**src/rtl/hdlc_tx_pkg.sv**
```systemverilog
package hdlc_tx_pkg;

    localparam int unsigned BYTE_W    = 8;
    localparam int unsigned BIT_IDX_W = $clog2(BYTE_W);
    localparam int unsigned FCS_W     = 16;
    localparam int unsigned FCS_CNT_W = $clog2(FCS_W) + 1;
    localparam int unsigned RUN_LIMIT = 5;
    localparam int unsigned RUN_W     = $clog2(RUN_LIMIT + 1);

    localparam logic [FCS_W-1:0]  FCS_POLY     = 16'h8408;
    localparam logic [FCS_W-1:0]  FCS_SEED     = 16'hFFFF;
    localparam logic [BYTE_W-1:0] FLAG_PATTERN = 8'h7E;
    localparam logic [BYTE_W-1:0] IDLE_PATTERN = 8'hFF;

    typedef enum logic [2:0] {
        ST_IDLE,
        ST_BODY,
        ST_CHECK,
        ST_CLOSE,
        ST_FILL
    } tx_phase_e;

    typedef struct packed {
        logic en;
        logic val;
    } line_bit_t;

    function automatic logic [FCS_W-1:0] fcs_shift(input logic [FCS_W-1:0] r, input logic b);
        logic fb;
        fb = r[0] ^ b;
        return (r >> 1) ^ (fb ? FCS_POLY : '0);
    endfunction

endpackage

```
**src/rtl/hdlc_fcs_reg.sv**
```systemverilog
module hdlc_fcs_reg
    import hdlc_tx_pkg::*;
(
    input  logic             clk,
    input  logic             rst,
    input  logic             seed_en,
    input  logic             step_en,
    input  logic             step_bit,
    output logic [FCS_W-1:0] fcs_q
);

    always_ff @(posedge clk) begin
        if (rst) begin
            fcs_q <= FCS_SEED;
        end else if (seed_en) begin
            fcs_q <= FCS_SEED;
        end else if (step_en) begin
            fcs_q <= fcs_shift(fcs_q, step_bit);
        end
    end

endmodule

```
**src/rtl/hdlc_bit_packer.sv**
```systemverilog
module hdlc_bit_packer
    import hdlc_tx_pkg::*;
(
    input  logic              clk,
    input  logic              rst,
    input  line_bit_t         bit_in,
    input  logic              load_en,
    input  logic [BYTE_W-1:0] load_byte,
    input  logic              out_ready,
    output logic              out_valid,
    output logic [BYTE_W-1:0] out_data,
    output logic              slot_free,
    output logic              grid_aligned
);

    logic [BYTE_W-1:0]    acc_q;
    logic [BIT_IDX_W-1:0] cnt_q;
    logic [BYTE_W-1:0]    obuf_q;
    logic                 ovalid_q;
    logic [BYTE_W-1:0]    acc_next;
    logic                 byte_full;

    assign acc_next     = {bit_in.val, acc_q[BYTE_W-1:1]};
    assign byte_full    = bit_in.en && (cnt_q == BIT_IDX_W'(BYTE_W - 1));
    assign slot_free    = !ovalid_q || out_ready;
    assign grid_aligned = (cnt_q == '0);
    assign out_valid    = ovalid_q;
    assign out_data     = obuf_q;

    always_ff @(posedge clk) begin
        if (rst) begin
            acc_q    <= '0;
            cnt_q    <= '0;
            obuf_q   <= IDLE_PATTERN;
            ovalid_q <= 1'b0;
        end else begin
            if (bit_in.en) begin
                acc_q <= acc_next;
                cnt_q <= cnt_q + 1'b1;
            end
            if (load_en) begin
                obuf_q   <= load_byte;
                ovalid_q <= 1'b1;
            end else if (byte_full) begin
                obuf_q   <= acc_next;
                ovalid_q <= 1'b1;
            end else if (out_ready) begin
                ovalid_q <= 1'b0;
            end
        end
    end


    hold_stable_chk: assert property (@(posedge clk) disable iff (rst)
        (out_valid && !out_ready) |=> (out_valid && $stable(out_data)));

endmodule

```
**src/rtl/hdlc_tx_sequencer.sv**
```systemverilog
module hdlc_tx_sequencer
    import hdlc_tx_pkg::*;
(
    input  logic              clk,
    input  logic              rst,
    input  logic              in_valid,
    input  logic [BYTE_W-1:0] in_data,
    input  logic              in_first,
    input  logic              in_last,
    output logic              in_ready,
    input  logic              slot_free,
    input  logic              grid_aligned,
    input  logic [FCS_W-1:0]  fcs_q,
    output line_bit_t         bit_out,
    output logic              load_en,
    output logic [BYTE_W-1:0] load_byte,
    output logic              crc_seed,
    output logic              crc_step,
    output logic              is_idle
);

    tx_phase_e            phase_q, phase_d;
    logic [BYTE_W-1:0]    sh_q;
    logic                 have_q;
    logic                 last_q;
    logic [BIT_IDX_W-1:0] bidx_q;
    logic [RUN_W-1:0]     run_q;
    logic [FCS_CNT_W-1:0] fcnt_q;
    logic [BIT_IDX_W-1:0] gcnt_q;
    logic                 run_full;
    logic                 stuff;
    logic                 take;
    logic                 byte_end;

    assign run_full = (run_q == RUN_W'(RUN_LIMIT));
    assign byte_end = (bidx_q == BIT_IDX_W'(BYTE_W - 1));
    assign is_idle  = (phase_q == ST_IDLE);
    assign take     = in_valid && in_ready && ((phase_q != ST_IDLE) || in_first);

    always_comb begin
        phase_d   = phase_q;
        bit_out   = '{en: 1'b0, val: 1'b0};
        load_en   = 1'b0;
        load_byte = IDLE_PATTERN;
        crc_seed  = 1'b0;
        crc_step  = 1'b0;
        in_ready  = 1'b0;
        stuff     = 1'b0;
        unique case (phase_q)
            ST_IDLE: begin
                in_ready = slot_free;
                if (slot_free) begin
                    load_en = 1'b1;
                    if (in_valid && in_first) begin
                        load_byte = FLAG_PATTERN;
                        crc_seed  = 1'b1;
                        phase_d   = ST_BODY;
                    end
                end
            end
            ST_BODY: begin
                in_ready = slot_free && !have_q;
                if (slot_free) begin
                    if (run_full) begin
                        bit_out.en = 1'b1;
                        stuff      = 1'b1;
                    end else if (have_q) begin
                        bit_out.en  = 1'b1;
                        bit_out.val = sh_q[0];
                        crc_step    = 1'b1;
                        if (byte_end && last_q) phase_d = ST_CHECK;
                    end
                end
            end
            ST_CHECK: begin
                if (slot_free) begin
                    if (run_full) begin
                        bit_out.en = 1'b1;
                        stuff      = 1'b1;
                    end else if (fcnt_q != FCS_CNT_W'(FCS_W)) begin
                        bit_out.en  = 1'b1;
                        bit_out.val = ~fcs_q[fcnt_q[FCS_CNT_W-2:0]];
                    end else begin
                        phase_d = ST_CLOSE;
                    end
                end
            end
            ST_CLOSE: begin
                if (slot_free) begin
                    bit_out.en  = 1'b1;
                    bit_out.val = FLAG_PATTERN[gcnt_q];
                    if (gcnt_q == BIT_IDX_W'(BYTE_W - 1)) phase_d = ST_FILL;
                end
            end
            ST_FILL: begin
                if (slot_free) begin
                    if (!grid_aligned) begin
                        bit_out.en  = 1'b1;
                        bit_out.val = 1'b1;
                    end else begin
                        phase_d = ST_IDLE;
                    end
                end
            end
            default: phase_d = ST_IDLE;
        endcase
    end

    always_ff @(posedge clk) begin
        if (rst) begin
            phase_q <= ST_IDLE;
            sh_q    <= '0;
            have_q  <= 1'b0;
            last_q  <= 1'b0;
            bidx_q  <= '0;
            run_q   <= '0;
            fcnt_q  <= '0;
            gcnt_q  <= '0;
        end else begin
            phase_q <= phase_d;
            if (take) begin
                sh_q   <= in_data;
                have_q <= 1'b1;
                last_q <= in_last;
                bidx_q <= '0;
            end
            if (crc_step) begin
                sh_q   <= sh_q >> 1;
                bidx_q <= bidx_q + 1'b1;
                if (byte_end) have_q <= 1'b0;
            end
            if (phase_q == ST_IDLE) begin
                run_q  <= '0;
                fcnt_q <= '0;
            end else if (bit_out.en && (phase_q == ST_BODY || phase_q == ST_CHECK)) begin
                run_q <= (stuff || !bit_out.val) ? '0 : run_q + 1'b1;
                if (phase_q == ST_CHECK && !stuff) fcnt_q <= fcnt_q + 1'b1;
            end
            if (phase_q == ST_CLOSE && bit_out.en) gcnt_q <= gcnt_q + 1'b1;
        end
    end


    run_bound_chk: assert property (@(posedge clk) disable iff (rst)
        run_q <= RUN_W'(RUN_LIMIT));


    stuff_zero_chk: assert property (@(posedge clk) disable iff (rst)
        (run_full && slot_free && (phase_q == ST_BODY || phase_q == ST_CHECK))
        |=> (run_q == '0));

endmodule

```
**src/rtl/hdlc_tx_framer.sv**
```systemverilog
module hdlc_tx_framer
    import hdlc_tx_pkg::*;
(
    input  logic       clk,
    input  logic       rst,
    input  logic       in_valid,
    output logic       in_ready,
    input  logic [7:0] in_data,
    input  logic       in_first,
    input  logic       in_last,
    output logic       out_valid,
    input  logic       out_ready,
    output logic [7:0] out_data
);

    line_bit_t         line_bit;
    logic              load_en;
    logic [BYTE_W-1:0] load_byte;
    logic              slot_free;
    logic              grid_aligned;
    logic              crc_seed;
    logic              crc_step;
    logic              is_idle;
    logic [FCS_W-1:0]  fcs_q;

    hdlc_tx_sequencer u_seq (
        .clk          (clk),
        .rst          (rst),
        .in_valid     (in_valid),
        .in_data      (in_data),
        .in_first     (in_first),
        .in_last      (in_last),
        .in_ready     (in_ready),
        .slot_free    (slot_free),
        .grid_aligned (grid_aligned),
        .fcs_q        (fcs_q),
        .bit_out      (line_bit),
        .load_en      (load_en),
        .load_byte    (load_byte),
        .crc_seed     (crc_seed),
        .crc_step     (crc_step),
        .is_idle      (is_idle)
    );

    hdlc_fcs_reg u_fcs (
        .clk      (clk),
        .rst      (rst),
        .seed_en  (crc_seed),
        .step_en  (crc_step),
        .step_bit (line_bit.val),
        .fcs_q    (fcs_q)
    );

    hdlc_bit_packer u_pack (
        .clk          (clk),
        .rst          (rst),
        .bit_in       (line_bit),
        .load_en      (load_en),
        .load_byte    (load_byte),
        .out_ready    (out_ready),
        .out_valid    (out_valid),
        .out_data     (out_data),
        .slot_free    (slot_free),
        .grid_aligned (grid_aligned)
    );


    open_flag_chk: assert property (@(posedge clk) disable iff (rst)
        (is_idle && in_valid && in_ready && in_first)
        |=> (out_valid && out_data == FLAG_PATTERN));


    idle_fill_chk: assert property (@(posedge clk) disable iff (rst)
        (is_idle && in_ready && !(in_valid && in_first))
        |=> (out_valid && out_data == IDLE_PATTERN));

endmodule

```
**config.mk**
```make
export PLATFORM = sky130hd
export DESIGN_NAME = hdlc_tx_framer
export DESIGN_NICKNAME = d
export VERILOG_FILES = /design/src/rtl/hdlc_tx_pkg.sv /design/src/rtl/hdlc_fcs_reg.sv /design/src/rtl/hdlc_bit_packer.sv /design/src/rtl/hdlc_tx_sequencer.sv /design/src/rtl/hdlc_tx_framer.sv
export SDC_FILE = /design/constraint.sdc
export NUM_CORES = 1
export LEC_CHECK = 0
export BUFFER_PORTS_ARGS = -buffer_cell sky130_fd_sc_hd__clkbuf_2
export CORE_UTILIZATION = 40
export DETAILED_ROUTE_END_ITERATION = 8
export SYNTH_ARGS = -nofsm -noshare
export SYNTH_HDL_FRONTEND = slang
export SYNTH_SLANG_ARGS = --single-unit
```
**constraint.sdc**
```tcl
create_clock -name clk -period 5.1 [get_ports clk]
set_clock_uncertainty 0.05 [all_clocks]
set_input_delay 0.255 -clock clk [delete_from_list [all_inputs] [get_ports clk]]
set_output_delay 0.255 -clock clk [all_outputs]
set_load 0.005 [all_outputs]
```
==> metrics.txt, run 1 <==
Die X-Extent=88.8 microns; register bit total from synthesis=63; core area=7250 sq um; routed len/inst=13.5 microns; path type of the worst setup path=flop to flop; leading cell types by count after synthesis=dfxtp_1 (63), nand2_1 (51), nor2_1 (46), mux2i_1 (27), nand3_1 (25); Site Rows=31; Post-Route Setup TNS=0 ns; CP Capture Type=flop; final cell count without fillers=464; yosys synthesis warning count=0; Comb pwr share=0.248; Leak Pwr=1.37 nW; number of cells on the worst reg-to-reg path=8; origin of the critical flop-to-flop path=u_seq.fcnt_q[1]; buffer depth of the longest clock path=2; Max VDD drop=~0.16 mV; proportion of synthesized chip area in sequential cells=0.419; buffers and inverters on the worst path=1; status=finished, final reports clean; Detailed Place HPWL=4.28 mm; clock latency of the later-clocked register in the worst-skew pair=~0.35 ns; GR Util All Layers=0.175; type of the tightest min-delay check=input port to flop; cell area after synthesis=3010 sq um; average footprint of a synthesized cell=8.70 sq um; category of cells accounting for the largest share of critical-path delay=simple AND/OR/NAND/NOR gates; hold-fix buffers at CTS=0; global-route wire length before repair=10.5 mm; area post-placement=3170 sq um; H-tree levels=3; share of synthesized registers carrying an async set or reset=0; met2 routing resource usage after global routing=0.259; share of the synthesized area in the top cell type=0.419; met1 usage in global routing=0.243; endpoint of the worst hold-timing path=u_seq.last_q; pin count of the biggest net entering global routing=35; longest individual stage delay on the worst path=0.64 ns; aggregate routed wire length=6.25 mm; final estimated routing congestion in global placement=0.774; Layout Nets=around 390; final critical delay including setup and external delays=2.69 ns; vertical extent of the die=88.8 microns; number of DRC violations after detailed-routing iteration 0=130; First-pass DRT Iterations=4; minimum hold slack=0.118 ns; count of flip-flops with a built-in enable after synthesis=0; number of antenna-violating nets in the routed design=0; DR vias/cell=5.28; cts bufs inserted=9; max-cap violation count=0; final number of hold-violating endpoints=0; Clock Root Buffer=clkbuf_8; number of global-route vias before repair=2199; CTS tree=done; Power Density=between 400 and 500 nW/um^2; global-route met3 utilization=0.0476; number of distinct standard cells referenced by the synthesized netlist=45; Max Fclk=0.372 GHz; Placed Cells incl. Taps=448; antenna diode count=0; final setup violation count=0; ordered cell list for the critical path=inv_1, ha_1, and4bb_2, or3_1, a311oi_4, nor2_1, a22oi_1, nand2_1; leading area contributor after synthesis=dfxtp_1; number of fillers in the final layout=731; via count of the routed design=2449; Post-CTS Repair Setup Buffers=0; initial core utilization=0.415; fraction of layout cells with a size suffix above 1=0.153; data required time at the worst endpoint=5.28 ns; share of total power consumed by net switching=0.345; antenna violations before repair=0; maximum fanout encountered on the critical timing path=9; sequential power share=0.430; cell area after layout=3380 sq um; most repeated cell in the gate-level netlist after synthesis=dfxtp_1; area grow syn2layout=12.3%; slew at the pin closest to its max-slew limit=1.10 ns; most congested layer reported by global routing=met2; number of cells traversed by the worst hold path=3; arrival time worst endpoint=2.87 ns; Worst Setup Start Kind=flop; Port Buf Inserts=23; Post-Syn Nets=approximately 370; final max-slew violation count=0; Internal Pwr Total=about 0.00092 W; pre-CTS setup slack=between 2 and 2.5 ns; clock network fraction of design power=0.322; startpoint of the most critical hold path=in_last; final clock period utilization by the worst path=0.527; Resize count post-CTS=0; worst rel slew slack=0.266; post-detailed-route DRC marker count=0; crit path max-delay cell type=a311oi_4; clock sink count=63; total net switching power=0.000486 W; total congestion overflow after global routing=0; RSZ-0062 raised after global routing=no; synth top area cells=dfxtp_1 (42%), mux2i_1 (9.0%), nand2_1 (6.4%); IO Count=24; gate count after technology mapping=346; PnR worst setup slack=2.41 ns; most common flop cell mapped by yosys=dfxtp_1; clock input transition at the sequential cells of the worst setup and hold paths=~0.08 ns; die area=7880 sq um; reg2reg setup slack=2.41 ns; worst flop-to-flop path endpoint=u_pack.out_data[7]
==> worst register-to-register path, delay by kind of cell (launching register included) <==
kind / cells / cell delay (ns)
fa+ha+maj: 1 / 0.18
buf+inv: 1 / 0.08
simple gates: 4 / 0.88
flops: 1 / 0.57
compound gates: 2 / 0.81
==> how the worst max path moves through the flow <==
stage                               to  slack [ns]  cells past startpoint            start
floorplan           u_pack.out_data[7]        2.72                      9  u_seq.fcnt_q[1]
global placement    u_pack.out_data[7]        2.47                      8  u_seq.fcnt_q[1]
detailed placement  u_pack.out_data[7]        2.41                      8  u_seq.fcnt_q[1]
CTS                 u_pack.out_data[7]        2.38                      8  u_seq.fcnt_q[1]
global route        u_pack.out_data[7]        2.25                      8  u_seq.fcnt_q[1]
finish              u_pack.out_data[7]        2.41                      8  u_seq.fcnt_q[1]
==> metal layers <==
metal | wire length (microns) | vias up
met4 | 92 | 0
met1 | 3150 | 1142
met2 | 2710 | 55
li1 | - | 1243
met3 | 291 | 9
met5 | 0 | -
==> cells in the final DEF, fill, tap and decap left out, drive strengths merged, types with 4 or more instances in the layout <==
cell type / count
a22oi: 4
mux2i: 27
nand2: 51
nor2b: 6
nand2b: 5
a211oi: 10
nor2: 46
clkbuf: 33
dfxtp: 63
inv: 8
a21oi: 13
o21ai: 9
nand3: 25
ha: 11
==> power groups by stage <==
stage / sequential, W / combinational (W) / clock (W)
after floorplan: 0.000582 / 0.000294 / 0
after global placement: 0.000615 / 0.000342 / 0
after detailed placement: 0.000615 / 0.000348 / 0
after CTS: 0.000605 / 0.000349 / 0.000461
after global routing: 0.000616 / 0.000392 / 0.000486
final: 0.000605 / 0.000349 / 0.000453
==> sequential cells by signal (all words and copies together) (netlist names), named ones only <==
signal,count
u_fcs.fcs_q,16
u_pack.acc_q,7
u_pack.cnt_q,3
u_pack.out_data,8
u_pack.out_valid,1
u_seq.bidx_q,3
u_seq.fcnt_q,5
u_seq.gcnt_q,3
u_seq.have_q,1
u_seq.last_q,1
u_seq.phase_q,3
u_seq.run_q,3
u_seq.sh_q,8
==> per-stage QoR <==
| step | power [W] | utilization |
|---|---|---|
| 2_1_floorplan | 0.000876 | - |
| 3_3_place_gp | 0.000957 | 0.437 |
| 3_5_place_dp | 0.000963 | 0.437 |
| 4_1_cts | 0.00141 | 0.466 |
| 5_1_grt | 0.00149 | 0.466 |
| 6_report | 0.00141 | 0.466 |
==> logic make-up after synthesis <==
family | after synthesis | synth area share
compound gates | 55 | 0.136
xor+xnor | 6 | 0.0175
fa+ha+maj | 11 | 0.0457
buf+inv | 29 | 0.0391
flops | 63 | 0.419
mux | 32 | 0.120
simple gates | 150 | 0.223
==> layout make-up <==
type	count	area (sq um)	share of cell area
Clock inverter	6	68.8	0.0204
Timing Repair Buffer	25	130	0.0385
Tap cell	99	124	0.0367
Inverter	7	26.3	0.00777
Multi-Input combinational cell	254	1630	0.483
Sequential cell	63	1260	0.373
Clock buffer	10	138	0.0407
(Power assumes the default switching activity.)
==> run 2: changes to the inputs <==
==> constraint.sdc (replaced) <==
create_clock -name clk -period 2.3 [get_ports clk]
set_clock_uncertainty 0.05 [all_clocks]
set_input_delay 0.115 -clock clk [delete_from_list [all_inputs] [get_ports clk]]
set_output_delay 0.115 -clock clk [all_outputs]
set_load 0.005 [all_outputs]
==> metrics.txt, run 2 (synthesized netlist as in run 1, its figures left out) <==
status=finished, final reports clean; Layout Nets=409 (+6.2%); final clock period utilization by the worst path=0.953 (+0.426); clock sink count=63 (unchanged); Worst Setup Start Kind=flop; crit path max-delay cell type=mux4_2; final max-slew violation count=0 (unchanged); Max VDD drop=0.451 mV (+190%); antenna violations before repair=0 (unchanged); category of cells accounting for the largest share of critical-path delay=compound AO/OA/AOI/OAI gates; number of cells traversed by the worst hold path=3 (unchanged); final estimated routing congestion in global placement=0.889 (+15%); ordered cell list for the critical path=buf_12, mux4_2, o22ai_1, o22ai_1, or3_4, a41oi_1, a211oi_1; beginning of the critical path=u_seq.fcnt_q[1]; fraction of layout cells with a size suffix above 1=0.221 (+0.0677); origin of the critical flop-to-flop path=u_seq.fcnt_q[1]; cts bufs inserted=9 (unchanged); cell repeated most along the worst path=o22ai_1; CTS tree=done; post-layout util=0.499 (+0.0329); GR Util All Layers=0.185 (+0.00925); buffer depth of the longest clock path=2 (unchanged); final setup violation count=0 (unchanged); area grow syn2layout=20.2%; longest individual stage delay on the worst path=0.48 ns (-0.16 ns); Power Density=900 nW/um^2 (+120%); antenna diode count=0 (unchanged); Detailed Place HPWL=4.55 mm (+6.2%); Die X-Extent=88.8 microns (unchanged); final number of hold-violating endpoints=0 (unchanged); initial core utilization=0.415 (unchanged); data required time at the worst endpoint=2.47 ns (-2.81 ns); vertical extent of the die=88.8 microns (unchanged); leading cell types in the layout, fill and taps excluded=dfxtp_1 (60), nand2_1 (51), nor2_1 (46); Max Fclk=0.456 GHz (+23%); worst rel slew slack=0.620 (+0.354); number of DRC violations after detailed-routing iteration 0=133 (+2.3%); global-route wire length before repair=11.1 mm (+5.4%); post-route total power=0.00326 W (+130%); Port Buf Inserts=23 (unchanged); number of cells on the worst reg-to-reg path=7 (-1); Leak Pwr=1.51 nW (+9.8%); number of fillers in the final layout=721 (-1.4%); clock input transition at the sequential cells of the worst setup and hold paths=0.08 ns (about the same); path type of the worst setup path=flop to flop; worst flop-to-flop path endpoint=u_fcs.fcs_q[10]; core area=7250 sq um (unchanged); total congestion overflow after global routing=0 (unchanged); CP Capture Point=u_fcs.fcs_q[10]; aggregate routed wire length=6.53 mm (+4.5%); number of antenna-violating nets in the routed design=0 (unchanged); arrival time worst endpoint=2.36 ns (-0.51 ns); maximum fanout encountered on the critical timing path=8 (-1); via count of the routed design=2519 (+2.9%); IO Count=24 (unchanged); DR vias/cell=5.16 (-2.2%); buffers and inverters on the worst path=1 (unchanged); Clock Root Buffer=clkbuf_8; H-tree levels=3 (unchanged); Most flops, register=u_fcs.fcs_q; First-pass DRT Iterations=4 (unchanged); max-cap violation count=0 (unchanged); RSZ-0062 raised after global routing=yes; most common cell after layout, fill and taps aside=dfxtp_1; reg2reg setup slack=0.11 ns (-2.30 ns); type of the tightest min-delay check=input port to flop; post-detailed-route DRC marker count=0 (unchanged); clock latency of the later-clocked register in the worst-skew pair=0.34 ns (about the same); Levels on crit path=7 (-1); pin count of the biggest net entering global routing=34 (-2.9%); final critical delay including setup and external delays=2.19 ns (-0.496 ns); routed len/inst=13.4 microns (-0.60%); die area=7880 sq um (unchanged); minimum hold slack=0.0341 ns (-0.0844 ns); number of global-route vias before repair=2344 (+6.6%); slew at the pin closest to its max-slew limit=0.569 ns (-0.527 ns); Post-CTS Repair Setup Buffers=0 (unchanged); flip-flop count of the largest register, all copies and words added=16 (unchanged); CP Capture Type=flop; Site Rows=31 (unchanged)
run 2: changes by cell type in the layout (fill, tap and decap cells not counted), moves of 2 or more:
cell	change
buf_12	+2
buf_6	+2
dfxtp_1	-3
dfxtp_2	+3
buf_4	+19
run 2: final cells by class:
cell class / instances / area (sq um) / share of cell area
Clock buffer: 9 / 124 / 0.0342
Clock inverter: 7 / 80.1 / 0.0221
Inverter: 7 / 26.3 / 0.00726
Multi-Input combinational cell: 254 / 1650 / 0.457
Sequential cell: 63 / 1260 / 0.350
Tap cell: 99 / 124 / 0.0342
Timing Repair Buffer: 49 / 345 / 0.0954
run 2: repair_timing:
item | CTS | global route
endpoints found under the hold margin | 1 | 0
gates resized for setup | 0 | 9
endpoints found under the setup margin | 0 | 5
hold buffers | 1 | 0
run 2: metrics by stage:
stage          setup TNS [ns]  setup slack (ns)  instances  cell area [sq um]
3_3_place_gp                0             0.122        471               3370
2_1_floorplan               0            0.0368        346               3010
3_5_place_dp                0            0.0571        471               3370
6_report                    0             0.108        488               3620
4_1_cts                     0            0.0318        488               3580
5_1_grt               -0.0280           -0.0206        488               3620
run 2: worst reg2reg max path, cell delays in order, from the launching register on:
cell,delay (ns)
dfxtp_1,0.38
buf_12,0.14
mux4_2,0.49
o22ai_1,0.20
o22ai_1,0.18
or3_4,0.38
a41oi_1,0.19
a211oi_1,0.07
run 2: power by group:
part | switching [W] | internal (W)
Combinational | 0.000544 | 0.000418
Clock | 0.000476 | 0.000511
Sequential | 0.000100 | 0.00121
Total | 0.00112 | 0.00214
run 2: worst min path at each step:
stage | end | start | slack (ns)
finish | u_seq.sh_q[7] | in_data[7] | 0.03
global route | u_seq.sh_q[7] | in_data[7] | 0.06
CTS | u_seq.sh_q[7] | in_data[7] | 0.03
detailed placement | u_seq.last_q | in_last | 0.33
global placement | u_seq.last_q | in_last | 0.33
floorplan | u_seq.last_q | in_last | 0.21
run 2: layer usage:
metal,wire [microns],vias to the layer above,track usage
li1,-,1292,-
met1,3250,1177,0.249
met2,2980,39,0.282
met3,209,11,0.0578
met4,97,0,0.0572
met5,0,-,0
